`config.mk`:
```
export PLATFORM = sky130hd
export DESIGN_NAME = swj_mode_detect
export DESIGN_NICKNAME = d
export VERILOG_FILES = /design/src/rtl/swj_detect_pkg.sv /design/src/rtl/swj_detect_datapath.sv /design/src/rtl/swj_detect_control.sv /design/src/rtl/swj_mode_detect.sv
export SDC_FILE = /design/constraint.sdc
export NUM_CORES = 1
export LEC_CHECK = 0
export BUFFER_PORTS_ARGS = -buffer_cell sky130_fd_sc_hd__buf_2
export CAP_MARGIN = 5
export CORE_MARGIN = 2
export CORE_UTILIZATION = 42
export CTS_CLUSTER_SIZE = 30
export DETAILED_ROUTE_END_ITERATION = 12
export PLACE_DENSITY_LB_ADDON = 0.12
export SYNTH_ARGS = -nofsm -noshare
export SYNTH_HDL_FRONTEND = slang
export SYNTH_SLANG_ARGS = --single-unit
```
`constraint.sdc`:
```
create_clock -name clk -period 4.2 [get_ports clk]
set_input_delay 0.84 -clock clk [delete_from_list [all_inputs] [get_ports clk]]
set_output_delay 0.84 -clock clk [all_outputs]
set_load 0.01 [all_outputs]
```
`src/rtl/swj_detect_pkg.sv`:
```
package swj_detect_pkg;

  typedef enum logic [1:0] {
    ST_HUNT  = 2'd0,
    ST_SHIFT = 2'd1,
    ST_TRAIL = 2'd2,
    ST_JTAG  = 2'd3
  } detState_t;

  typedef struct packed {
    logic startPat;
    logic shiftEn;
    logic clrTrail;
    logic incTrail;
  } dpStrobes_t;

endpackage

```
`src/rtl/swj_detect_datapath.sv`:
```
module swj_detect_datapath
  import swj_detect_pkg::*;
#(
  parameter int unsigned RESET_RUN  = 50,
  parameter int unsigned TRAIL_RUN  = 5,
  parameter int unsigned PAT_W      = 16,
  parameter logic [15:0] MAIN_PAT   = 16'hE73C,
  parameter logic [15:0] ALT_PAT    = 16'hDEAE,
  parameter bit          ACCEPT_ALT = 1'b1
) (
  input  logic       clk,
  input  logic       rstN,
  input  logic       clkEn,
  input  logic       dataBit,
  input  dpStrobes_t strobe,
  output logic       runFull,
  output logic       lastBit,
  output logic       patHit,
  output logic       trailLast,
  output logic       lineResetPulse
);

  localparam int unsigned RUN_W = $clog2(RESET_RUN + 1);
  localparam int unsigned BIT_W = $clog2(PAT_W + 1);
  localparam int unsigned TR_W  = $clog2(TRAIL_RUN + 1);
  localparam logic [RUN_W-1:0] RUN_MAX   = RUN_W'(RESET_RUN);
  localparam logic [RUN_W-1:0] RUN_PRE   = RUN_W'(RESET_RUN - 1);
  localparam logic [BIT_W-1:0] BIT_LAST  = BIT_W'(PAT_W - 1);
  localparam logic [TR_W-1:0]  TR_LAST   = TR_W'(TRAIL_RUN - 1);

  logic [RUN_W-1:0] highCnt;
  logic [BIT_W-1:0] bitCnt;
  logic [TR_W-1:0]  trailCnt;
  logic [PAT_W-1:0] shReg;
  logic [PAT_W-1:0] nextShift;
  logic             mainHit;
  logic             altHit;

  // high-run counter, saturating
  always_ff @(posedge clk or negedge rstN) begin
    if (!rstN) begin
      highCnt        <= '0;
      lineResetPulse <= 1'b0;
    end else begin
      lineResetPulse <= 1'b0;
      if (clkEn) begin
        if (!dataBit) begin
          highCnt <= '0;
        end else if (highCnt != RUN_MAX) begin
          highCnt <= highCnt + 1'b1;
          if (highCnt == RUN_PRE) lineResetPulse <= 1'b1;
        end
      end
    end
  end

  assign runFull   = (highCnt == RUN_MAX);

  // LSB-first capture: new bit enters at the top
  assign nextShift = {dataBit, shReg[PAT_W-1:1]};

  always_ff @(posedge clk or negedge rstN) begin
    if (!rstN) begin
      shReg  <= '0;
      bitCnt <= '0;
    end else if (clkEn) begin
      if (strobe.startPat) begin
        shReg  <= nextShift;
        bitCnt <= BIT_W'(1);
      end else if (strobe.shiftEn) begin
        shReg  <= nextShift;
        bitCnt <= bitCnt + 1'b1;
      end
    end
  end

  assign lastBit = (bitCnt == BIT_LAST);
  assign mainHit = (nextShift == MAIN_PAT[PAT_W-1:0]);

  generate
    if (ACCEPT_ALT) begin : g_alt
      assign altHit = (nextShift == ALT_PAT[PAT_W-1:0]);
    end else begin : g_noAlt
      assign altHit = 1'b0;
    end
  endgenerate

  assign patHit = mainHit | altHit;

  // trailing high-run counter
  always_ff @(posedge clk or negedge rstN) begin
    if (!rstN) begin
      trailCnt <= '0;
    end else if (clkEn) begin
      if (strobe.clrTrail)      trailCnt <= '0;
      else if (strobe.incTrail) trailCnt <= trailCnt + 1'b1;
    end
  end

  assign trailLast = (trailCnt == TR_LAST);

endmodule

```
`src/rtl/swj_detect_control.sv`:
```
module swj_detect_control
  import swj_detect_pkg::*;
#(
  parameter bit JTAG_CAPABLE = 1'b1
) (
  input  logic       clk,
  input  logic       rstN,
  input  logic       clkEn,
  input  logic       dataBit,
  input  logic       runFull,
  input  logic       lastBit,
  input  logic       patHit,
  input  logic       trailLast,
  output dpStrobes_t strobe,
  output logic       jtagMode,
  output logic       modeChangePulse
);

  detState_t state;
  detState_t stateNext;
  logic      commit;

  always_comb begin
    stateNext = state;
    strobe    = '0;
    commit    = 1'b0;
    if (clkEn) begin
      unique case (state)
        ST_HUNT: begin
          if (!dataBit && runFull) begin
            strobe.startPat = 1'b1;
            stateNext       = ST_SHIFT;
          end
        end
        ST_SHIFT: begin
          strobe.shiftEn = 1'b1;
          if (lastBit) begin
            if (patHit) begin
              strobe.clrTrail = 1'b1;
              stateNext       = ST_TRAIL;
            end else begin
              stateNext = ST_HUNT;
            end
          end
        end
        ST_TRAIL: begin
          if (!dataBit) begin
            stateNext = ST_HUNT;
          end else if (trailLast) begin
            if (JTAG_CAPABLE) begin
              commit    = 1'b1;
              stateNext = ST_JTAG;
            end else begin
              stateNext = ST_HUNT;
            end
          end else begin
            strobe.incTrail = 1'b1;
          end
        end
        ST_JTAG: stateNext = ST_JTAG;
        default: stateNext = ST_HUNT;
      endcase
    end
  end

  always_ff @(posedge clk or negedge rstN) begin
    if (!rstN) begin
      state           <= ST_HUNT;
      jtagMode        <= 1'b0;
      modeChangePulse <= 1'b0;
    end else begin
      state           <= stateNext;
      modeChangePulse <= commit;
      if (commit) jtagMode <= 1'b1;
    end
  end

endmodule

```
`src/rtl/swj_mode_detect.sv`:
```
module swj_mode_detect
  import swj_detect_pkg::*;
#(
  parameter int unsigned RESET_RUN    = 50,
  parameter int unsigned TRAIL_RUN    = 5,
  parameter int unsigned PAT_W        = 16,
  parameter logic [15:0] MAIN_PAT     = 16'hE73C,
  parameter logic [15:0] ALT_PAT      = 16'hDEAE,
  parameter bit          ACCEPT_ALT   = 1'b1,
  parameter bit          JTAG_CAPABLE = 1'b1
) (
  input  logic clk,
  input  logic rstN,
  input  logic clkEn,
  input  logic dataBit,
  output logic jtagMode,
  output logic modeChangePulse,
  output logic lineResetPulse
);

  dpStrobes_t strobe;
  logic       runFull;
  logic       lastBit;
  logic       patHit;
  logic       trailLast;

  swj_detect_datapath #(
    .RESET_RUN (RESET_RUN),
    .TRAIL_RUN (TRAIL_RUN),
    .PAT_W     (PAT_W),
    .MAIN_PAT  (MAIN_PAT),
    .ALT_PAT   (ALT_PAT),
    .ACCEPT_ALT(ACCEPT_ALT)
  ) u_dp (
    .clk           (clk),
    .rstN          (rstN),
    .clkEn         (clkEn),
    .dataBit       (dataBit),
    .strobe        (strobe),
    .runFull       (runFull),
    .lastBit       (lastBit),
    .patHit        (patHit),
    .trailLast     (trailLast),
    .lineResetPulse(lineResetPulse)
  );

  swj_detect_control #(
    .JTAG_CAPABLE(JTAG_CAPABLE)
  ) u_ctl (
    .clk            (clk),
    .rstN           (rstN),
    .clkEn          (clkEn),
    .dataBit        (dataBit),
    .runFull        (runFull),
    .lastBit        (lastBit),
    .patHit         (patHit),
    .trailLast      (trailLast),
    .strobe         (strobe),
    .jtagMode       (jtagMode),
    .modeChangePulse(modeChangePulse)
  );

endmodule

```
# After elaboration in Yosys (flattened, before gate mapping)
# Index checks and enable logic that the tools add are counted.
# Widths: inputs -> output; s select.
[word_totals] output_inout_bits=3 register_bits=35 word_cells=66 input_bits=4
[classes] n_mux=31 n_eq_ne=14 bitwise=1 n_reduce_logical=9 add_sub_neg=3
[ops] op="$eq 16x16->1 const B" count=2
[ops] op="$mux 16" count=2
[ops] op="$mux 1" count=15
[ops] op="$eq 6x6->1 const B" count=2
[ops] op="$mux 2" count=6
[ops] op="$mux 6" count=2
[ops] op="$mux 5" count=2
[ops] op="$pmux 2 s4" count=1
[ops] op="$add 6x1->6 const B" count=1
[ops] op="$mux 3" count=2
[ops] op="$ne 6x6->1 const B" count=1
[ops] op="$reduce_and 2->1" count=3
[ops] op="$add 5x1->5 const B" count=1
[ops] op="$eq 5x4->1 const B" count=1
[ops] op="$eq 2x2->1 const B" count=2
[ops] op="$mux 4" count=1
[ops] op="$ne 2x1->1 const B" count=2
[ops] op="$reduce_and 4->1" count=1
[ops] op="$reduce_bool 2->1" count=2
[ops] op="$add 3x1->3 const B" count=1
[ops] op="$eq 3x3->1 const B" count=1
[ops] op="$ne 3x3->1 const B" count=1
[ops] op="$eq 2x1->1 const B" count=1
[ops] op="$logic_not 2->1" count=1
[ops] op="4 further kinds" count=4

# Longest topological paths before layout
# Gate-level depths: netlist (run 1).
[depth] depth_word=8 mapped_depth=7 depth_no_buf=7

# Modules after synthesis
# A second synthesis (run 1) with hierarchy kept.
[unflattened] cells_unflattened=153 area_unflattened_um2=1744.2
[by_module_without_submodules] mod="swj_detect_datapath" area_each_um2=1522.7 cells_each=131 n_inst=1 seq_area_each_um2=750.7
[by_module_without_submodules] mod="swj_detect_control" area_each_um2=221.5 cells_each=22 n_inst=1 seq_area_each_um2=100.1

# Worst setup path before layout (run 1)
# No wires, ideal clock.
[synth_timing] path_kind="input to register" startpoint="input port clkEn" endpoint="register u_dp.shReg[12]" setup_ps=125 required_ps=4075 arrival_ps=2018 setup_slack_ps=2058 path_stages=5 path_buffers=2 cell_sequence="buf_2 > and2b_1 > a41oi_4 > buf_6 > mux2_2"
[synth_via] elab_chain_cells=3 word_cells_on_any_way=4 cone_classes="2 x mux; 2 x reduce/logical"
[synth_rtl] item="start: declaration" line_no="swj_mode_detect.sv:14" text="input logic clkEn,"
[synth_rtl] item="$mux 4" line_no="swj_detect_control.sv:27" text="if (clkEn) begin"
[synth_rtl] item="$reduce_bool 2->1 (no source line)"
[synth_rtl] item="$reduce_and 2->1 (no source line)"
[synth_rtl] item="end signal: assignment" line_no="swj_detect_datapath.sv:68" text="shReg <= nextShift;"
[synth_rtl] item="end signal: assignment" line_no="swj_detect_datapath.sv:71" text="shReg <= nextShift;"
[synth_rtl] item="end: declaration" line_no="swj_detect_datapath.sv:34" text="logic [PAT_W-1:0] shReg;"
# Parallel ways exist; a longest one is shown, timed or not.
# A chain may end at the register's enable or synchronous reset.

# Worst setup path after layout (run 1)
[layout_timing] startpoint="register u_dp.bitCnt[0]" endpoint="register u_dp.trailCnt[0]"
[layout_via] elab_chain_cells=6 word_cells_on_any_way=7 cone_classes="1 x eq/ne; 4 x mux; 2 x reduce/logical"
[layout_rtl] item="start: declaration" line_no="swj_detect_datapath.sv:32" text="logic [BIT_W-1:0] bitCnt;"
[layout_rtl] item="start signal: assignment" line_no="swj_detect_datapath.sv:72" text="bitCnt <= bitCnt + 1'b1;"
[layout_rtl] item="$eq 5x4->1 (*)" line_no="swj_detect_datapath.sv:77" text="assign lastBit = (bitCnt == BIT_LAST);"
[layout_rtl] item="$mux 1 (*)" line_no="swj_detect_control.sv:37" text="if (lastBit) begin"
[layout_rtl] item="$mux 2 (*)" line_no="swj_detect_control.sv:28" text="unique case (state)"
[layout_rtl] item="$mux 4 (*)" line_no="swj_detect_control.sv:27"
[layout_rtl] item="$reduce_bool 2->1 (no source line)"
[layout_rtl] item="$reduce_and 2->1 (no source line)"
[layout_rtl] item="end signal: assignment" line_no="swj_detect_datapath.sv:96" text="else if (strobe.incTrail) trailCnt <= trailCnt + 1'b1;"
[layout_rtl] item="end: declaration" line_no="swj_detect_datapath.sv:33" text="logic [TR_W-1:0] trailCnt;"
# Every way passes the cells marked *; elsewhere a longest branch is shown, timed or not.

==> results of run 1 <==
==> final timing paths <==
kind	cells past startpoint	end	start
worst max-delay path	7	u_dp.trailCnt[0]	u_dp.bitCnt[0]
worst min-delay path	1	u_ctl.jtagMode	u_ctl.jtagMode
worst max register to register	7	u_dp.trailCnt[0]	u_dp.bitCnt[0]
worst min register to register	1	u_ctl.jtagMode	u_ctl.jtagMode
max in group asynchronous	1	u_dp.shReg[3]	rstN
min in group asynchronous	1	u_dp.bitCnt[2]	rstN
==> where the power goes <==
group	switching [mW]	leakage, nW	total, mW	internal, mW
combinational	0.0566	0.379	0.127	0.0705
clock	0.110	0.0383	0.224	0.114
sequential	0.0587	0.446	0.452	0.394
total	0.225	0.863	0.803	0.578
==> cell type report <==
cell class                      count  area (sq um)
Fill cell                         389          2110
Timing Repair Buffer                6          30.0
Clock buffer                        7          76.3
Sequential cell                    34           851
Tap cell                           50          62.6
Multi-Input combinational cell     96           773
Inverter                            9          36.3
==> cells by family after synthesis <==
family / count (synthesis) / share of synthesized area, %
buffers and inverters: 13 / 4.07
and+or+nand+nor: 48 / 17.7
AOI/OAI and AO/OA: 18 / 8.50
muxes: 18 / 11.7
xor gates and xnor gates: 5 / 2.59
DFF: 34 / 50.3
adders and majority gates: 7 / 5.17
==> cell usage in the layout (no fill, tap or decap), types with 2 or more instances in the layout <==
master	instances
nor2b_1	2
inv_1	8
mux2i_1	4
clkbuf_8	5
nor2_1	9
o22ai_1	4
xor2_1	3
nand4_1	2
nor3_1	3
mux2_2	13
buf_2	6
nand2_1	11
a31oi_1	2
or2_2	2
nor3b_1	2
nand4b_1	3
xnor2_1	2
dfrtp_1	34
ha_1	7
nand3_1	2
o2bb2ai_1	2
nor4bb_1	3
a21oi_1	4
clkbuf_1	2
==> per-layer routing <==
metal | up-vias | share of wire [%]
met1 | 499 | 49
met3 | 8 | 2.9
met4 | 0 | 3.3
li1 | 527 | -
met5 | - | 0
met2 | 9 | 44
==> sequential cells by signal (all words and copies together), names as in the netlist <==
| signal | count |
|---|---|
| u_dp.lineResetPulse | 1 |
| u_dp.bitCnt | 5 |
| u_dp.trailCnt | 3 |
| u_ctl.jtagMode | 1 |
| u_dp.highCnt | 6 |
| u_ctl.modeChangePulse | 1 |
| u_dp.shReg | 15 |
| u_ctl.state | 2 |
==> worst register-to-register path, cell delays in order (launching register included) <==
cell and delay (ns):
dfrtp_1 0.39, ha_1 0.17, and3_1 0.18, ha_1 0.20
nand4_1 0.13, or4_4 0.50, a211oi_2 0.31, nor2_1 0.09
==> metrics.md, run 1 <==
| Metric | Value |
|---|---|
| GRT Total Usage | 15.9% |
| Pwr dens | 439 nW/um^2 |
| Iter 0 DRT Violations | 31 |
| Post-synth top cells | dfrtp_1, mux2_2, nand2_1 |
| ANT nets after route | 0 |
| Hold-fix buffers at CTS | 0 |
| Rel. slew slack | around half |
| Synth Flop Type | dfrtp_1 |
| DR pass1 iterations | 3 |
| Syn Nets | 154 |
| #FFs+latches synth | 34 |
| Clk sinks | 34 |
| Setup TNS Final | 0 ns |
| M2 GR Usage | 23.7% |
| Antenna violations before repair | 0 |
| CTS resizes | 0 |
| Row count | 23 |
| Slew Viols, Final | 0 |
| Max Fclk | 478 MHz |
| Non-filler instance count after layout | 202 |
| Max_cap viols | 0 |
| Post-layout min period | approximately 2.1 ns |
| HP Class | flop to flop |
| GPL Wtd Cong | 0.729 |
| Routed vias | 1,043 |
| GR Layer Usage met1 | between 10% and 20% |
| Setup Crit Path Kind | flop to flop |
| YS warnings | 0 |
| Routed wire length | 2.91 mm |
| Post-synth EDFFs | 0 |
| Post-CTS Setup Repair Bufs | 0 |
| Mapped Area | 1690 sq um |
| Worst path bufs/invs | 0 |
| Worst slew pin tran | approximately 0.74 ns |
| IO Count | 7 |
| WP data required | 4.37 ns |
| Skew final | 0.00564 ns |
| Placed Cells | about 200 |
| Final setup viols | 0 |
| Clock root buffer | clkbuf_8 |
| Mapped Cells | 143 |
| Core area | 3940 sq um |
| Most common cell in the netlist | dfrtp_1 |
| Largest stage delay, worst path | 0.50 ns |
| Worst endpoint data arrival time | 2.26 ns |
| Die ar. | roughly 4600 sq um |
| Yosys cell types | 40 |
| I/O Buffers | 6 |
| Busiest grt layer | met2 |
| Hold Vio Cnt, Final | 0 |
| Number of global-route vias before repair | 1,125 |
| Area share of the leading cell type in the synthesized netlist | 50.3% |
| Mean Syn Cell Area | 11.8 sq um |
| Worst hold slack | 0.467 ns |
| Status | finished clean |
| Top delay family on crit path | simple AND/OR/NAND/NOR gates |
| Total power | 0.803 mW |
| CTS Buf Count | 5 |
| Peak VDD IR | 0.183 mV |
| CP endpoint kind | flop |
| Via-to-Cell Ratio | 5.16 |
| Post-route DRC | 0 |
| Final instance area | 1830 sq um |
| GR Util met3 | 4.00% |
| WL per Instance | 14.4 um |
| Diodes inserted | 0 |
| H-tree levels | 2 |
| Share of cells above drive strength 1 | 21.7% |
| Cell mode on critical path | ha_1 |
| RSZ-0062 raised after global routing | false |
| Crit-path max FO | 3 |
| Nets | 163 |
| CP Cell Sequence | ha_1, and3_1, ha_1, nand4_1, or4_4, a211oi_2, nor2_1 |
| Final setup margin | 2.11 ns |
| Worst-Skew Late Latency | ~0.29 ns |
| CTS tree | done |
| Top cells by area, synth | dfrtp_1, mux2_2, ha_1 |
| Dpl ws | 1.85 ns |
| Lkg Pwr | 0.863 nW |
| Register area share after synthesis | 50.3% |
| Die Wd | 67.5 um |
| Startpoint types | flop |
| Largest net degree at the start of global routing | 35 |
| Clock-pin slew on the worst setup and hold paths | 0.06 ns |
| Area growth, synth to finish | 8.06% |
| DP HPWL | just over 2 mm |
| Global-route wire length before repair | just over 5 mm |
| Reg2reg setup slack | 2.11 ns |
| Final core utilization | 46.4% |
| FFs w/ async S/R, synth | 100% |
| Bufs on Longest Clock Path | 2 |
| Slowest CP cell | or4_4 |
| Die Y-Extent | 67.5 um |
| Total congestion overflow | 0 |
| Final cycle utilization of the critical path | 49.8% |
| Synth area leader | dfrtp_1 |
| Placed cell areas | between 1500 and 2000 sq um |
| Starting Density | 42.9% |
Note: power is estimated with default switching activity, not from simulation.
==> inputs of run 2 (changes only) <==
clock period = 2 ns   (was 4.2 ns; I/O delays follow)
==> run 2 against run 1 <==
  * Final cell count is 2.5% higher
  * Critical path depth stayed put
  * Clock skew is 0.00053 ns higher
  * Flip-flop and latch count stayed put
  * Highest routed layer unchanged
  * Largest power group unchanged
  * Maximum frequency is 9.0% higher
==> metrics.md, run 2 (same netlist as run 1, synthesis figures left out) <==
| Metric | Value |
|---|---|
| Status | finished clean |
| Core area | 3940 sq um (unchanged) |
| Placed Cells | 198 (+1.5%) |
| Pwr dens | 975 nW/um^2 (+120%) |
| Die ar. | 4550 sq um (unchanged) |
| Hold Vio Cnt, Final | 0 (unchanged) |
| I/O Buffers | 6 (unchanged) |
| IO Count | 7 (unchanged) |
| CTS tree | done |
| Busiest grt layer | met2 |
| Die Y-Extent | 67.5 um (unchanged) |
| Worst r2r path cells | 7 (unchanged) |
| Worst-Skew Late Latency | 0.29 ns (about the same) |
| Iter 0 DRT Violations | 93 (+200%) |
| Share of cells above drive strength 1 | 24.2% (+2.5 points) |
| GPL Wtd Cong | 0.719 (-1.4%) |
| Setup Crit Path Kind | flop to flop |
| GRT Total Usage | 15.8% (-0.10 points) |
| Register area | 851 sq um (unchanged) |
| Largest register FFs | 15 (unchanged) |
| Routed vias | 1,134 (+8.7%) |
| Row count | 23 (unchanged) |
| Via-to-Cell Ratio | 5.48 (+6.1%) |
| Total congestion overflow | 0 (unchanged) |
| Worst endpoint data arrival time | 2.08 ns (-0.18 ns) |
| Clock-pin slew on the worst setup and hold paths | 0.07 ns (about the same) |
| GR Util met3 | 4.17% (+0.17 points) |
| Setup TNS Final | 0 ns (unchanged) |
| Antenna violations before repair | 0 (unchanged) |
| ANT nets after route | 0 (unchanged) |
| Multi-input gate area | 781 sq um (+0.97%) |
| Area growth, synth to finish | 12.8% |
| Die Wd | 67.5 um (unchanged) |
| Global-route wire length before repair | 5.20 mm (+0.80%) |
| RSZ-0062 raised after global routing | false |
| Top reg by flops | u_dp.shReg |
| M2 GR Usage | 22.4% (-1.2 points) |
| Max_cap viols | 0 (unchanged) |
| Worst slew pin tran | 0.773 ns (+0.0308 ns) |
| Clk sinks | 34 (unchanged) |
| Routed wire length | 3.11 mm (+7.1%) |
| DR pass1 iterations | 4 (+1) |
| Starting Density | 42.9% (unchanged) |
| GR Layer Usage met1 | 21.5% (+1.6 points) |
| Lkg Pwr | 0.902 nW (+4.5%) |
| Largest net degree at the start of global routing | 35 (unchanged) |
| Slew Viols, Final | 0 (unchanged) |
| Rel. slew slack | 48.5% (-2.1 points) |
| Commonest cells after routing, fill and taps aside | dfrtp_1, mux2_2, nand2_1 |
| Final cycle utilization of the critical path | 95.8% (+46 points) |
| Max Fclk | 522 MHz (+9.0%) |
| H-tree levels | 2 (unchanged) |
| CTS Buf Count | 5 (unchanged) |
| Final setup viols | 0 (unchanged) |
| Startpoint types | flop |
| Skew final | 0.00616 ns (+0.000528 ns) |
| Post-layout min period | 1.92 ns (-0.173 ns) |
| Crit-path max FO | 3 (unchanged) |
| Fillers | 344 (-12%) |
| Most common cell after layout, fill and taps aside | dfrtp_1 |
| Nets | 167 (+2.5%) |
| Number of global-route vias before repair | 1,089 (-3.2%) |
| Peak VDD IR | 0.423 mV (+130%) |
| Non-filler instance count after layout | 207 (+2.5%) |
| WP data required | 2.17 ns (-2.20 ns) |
| WL per Instance | 15.0 um (+4.5%) |
| DP HPWL | 2.20 mm (+8.4%) |
| Worst hold slack | 0.191 ns (-0.276 ns) |
| Diodes inserted | 0 (unchanged) |
| Reg2reg setup slack | 0.08 ns (-2.03 ns) |
| HP Class | input port to asynchronous set/reset pin |
| Top flop regs | u_dp.shReg x15, u_dp.highCnt x6, u_dp.bitCnt x5 |
| Bufs on Longest Clock Path | 2 (unchanged) |
| Clock root buffer | clkbuf_8 |
| CP endpoint kind | flop |
| Post-route DRC | 0 (unchanged) |
==> run 2: cell types whose count changed in the layout (fill, tap and decap cells not counted), sizes merged <==
cell	change
buf	+4
bufinv	+1
==> run 2: what timing repair did <==
| item | 4_1_cts | 5_1_grt |
|---|---|---|
| endpoints found under the setup margin | 0 | 3 |
| gates resized for setup | 0 | 1 |
| buffers inserted | 0 | 1 |
| hold buffers | 0 | 0 |
==> run 2: metal layers <==
layer / up-vias / routed length, um
met4: 0 / 76
met3: 8 / 107
met5: - / 0
li1: 540 / -
met2: 25 / 1430
met1: 561 / 1490
==> run 2: cell type report <==
class	instances	area share, %
clock inverters	1	1.57
inverters	9	1.90
well taps	50	3.28
repair buffers	10	3.80
flip-flops and latches	34	44.6
multi-input cells	96	40.9
clock buffers	7	4.00
==> run 2: critical path, cell delays in order (launching register included) <==
cell      delay, ns
dfrtp_1        0.40
ha_1           0.18
and3_1         0.16
ha_1           0.16
nand4_1        0.10
or4_4          0.51
a211oi_4       0.21
nor2_1         0.08
==> run 2: where the power goes <==
group	internal, mW	switching [mW]
Combinational	0.166	0.136
Sequential	0.827	0.124
Clock	0.373	0.237
==> run 2: final timing paths <==
kind                                            end      startpoint
worst max-delay path               u_dp.trailCnt[2]  u_dp.bitCnt[0]
worst min-delay path                u_dp.highCnt[4]            rstN
worst max register to register     u_dp.trailCnt[2]  u_dp.bitCnt[0]
worst min register to register       u_ctl.jtagMode  u_ctl.jtagMode
max in group asynchronous            u_ctl.state[1]            rstN
min in group clk                u_dp.lineResetPulse         dataBit
==> run 2: metrics by stage <==
stage	power, mW	instance area, sq um	utilization (%)	setup WS [ns]
after global placement	1.22	1790	45.4	0.0981
after detailed placement	1.25	1790	45.4	0.0223
after floorplan	1.15	1690	-	0.174
final	1.86	1910	48.4	0.0830
after global routing	1.97	1910	48.4	0.0106
after CTS	1.86	1890	48.0	0.0000779
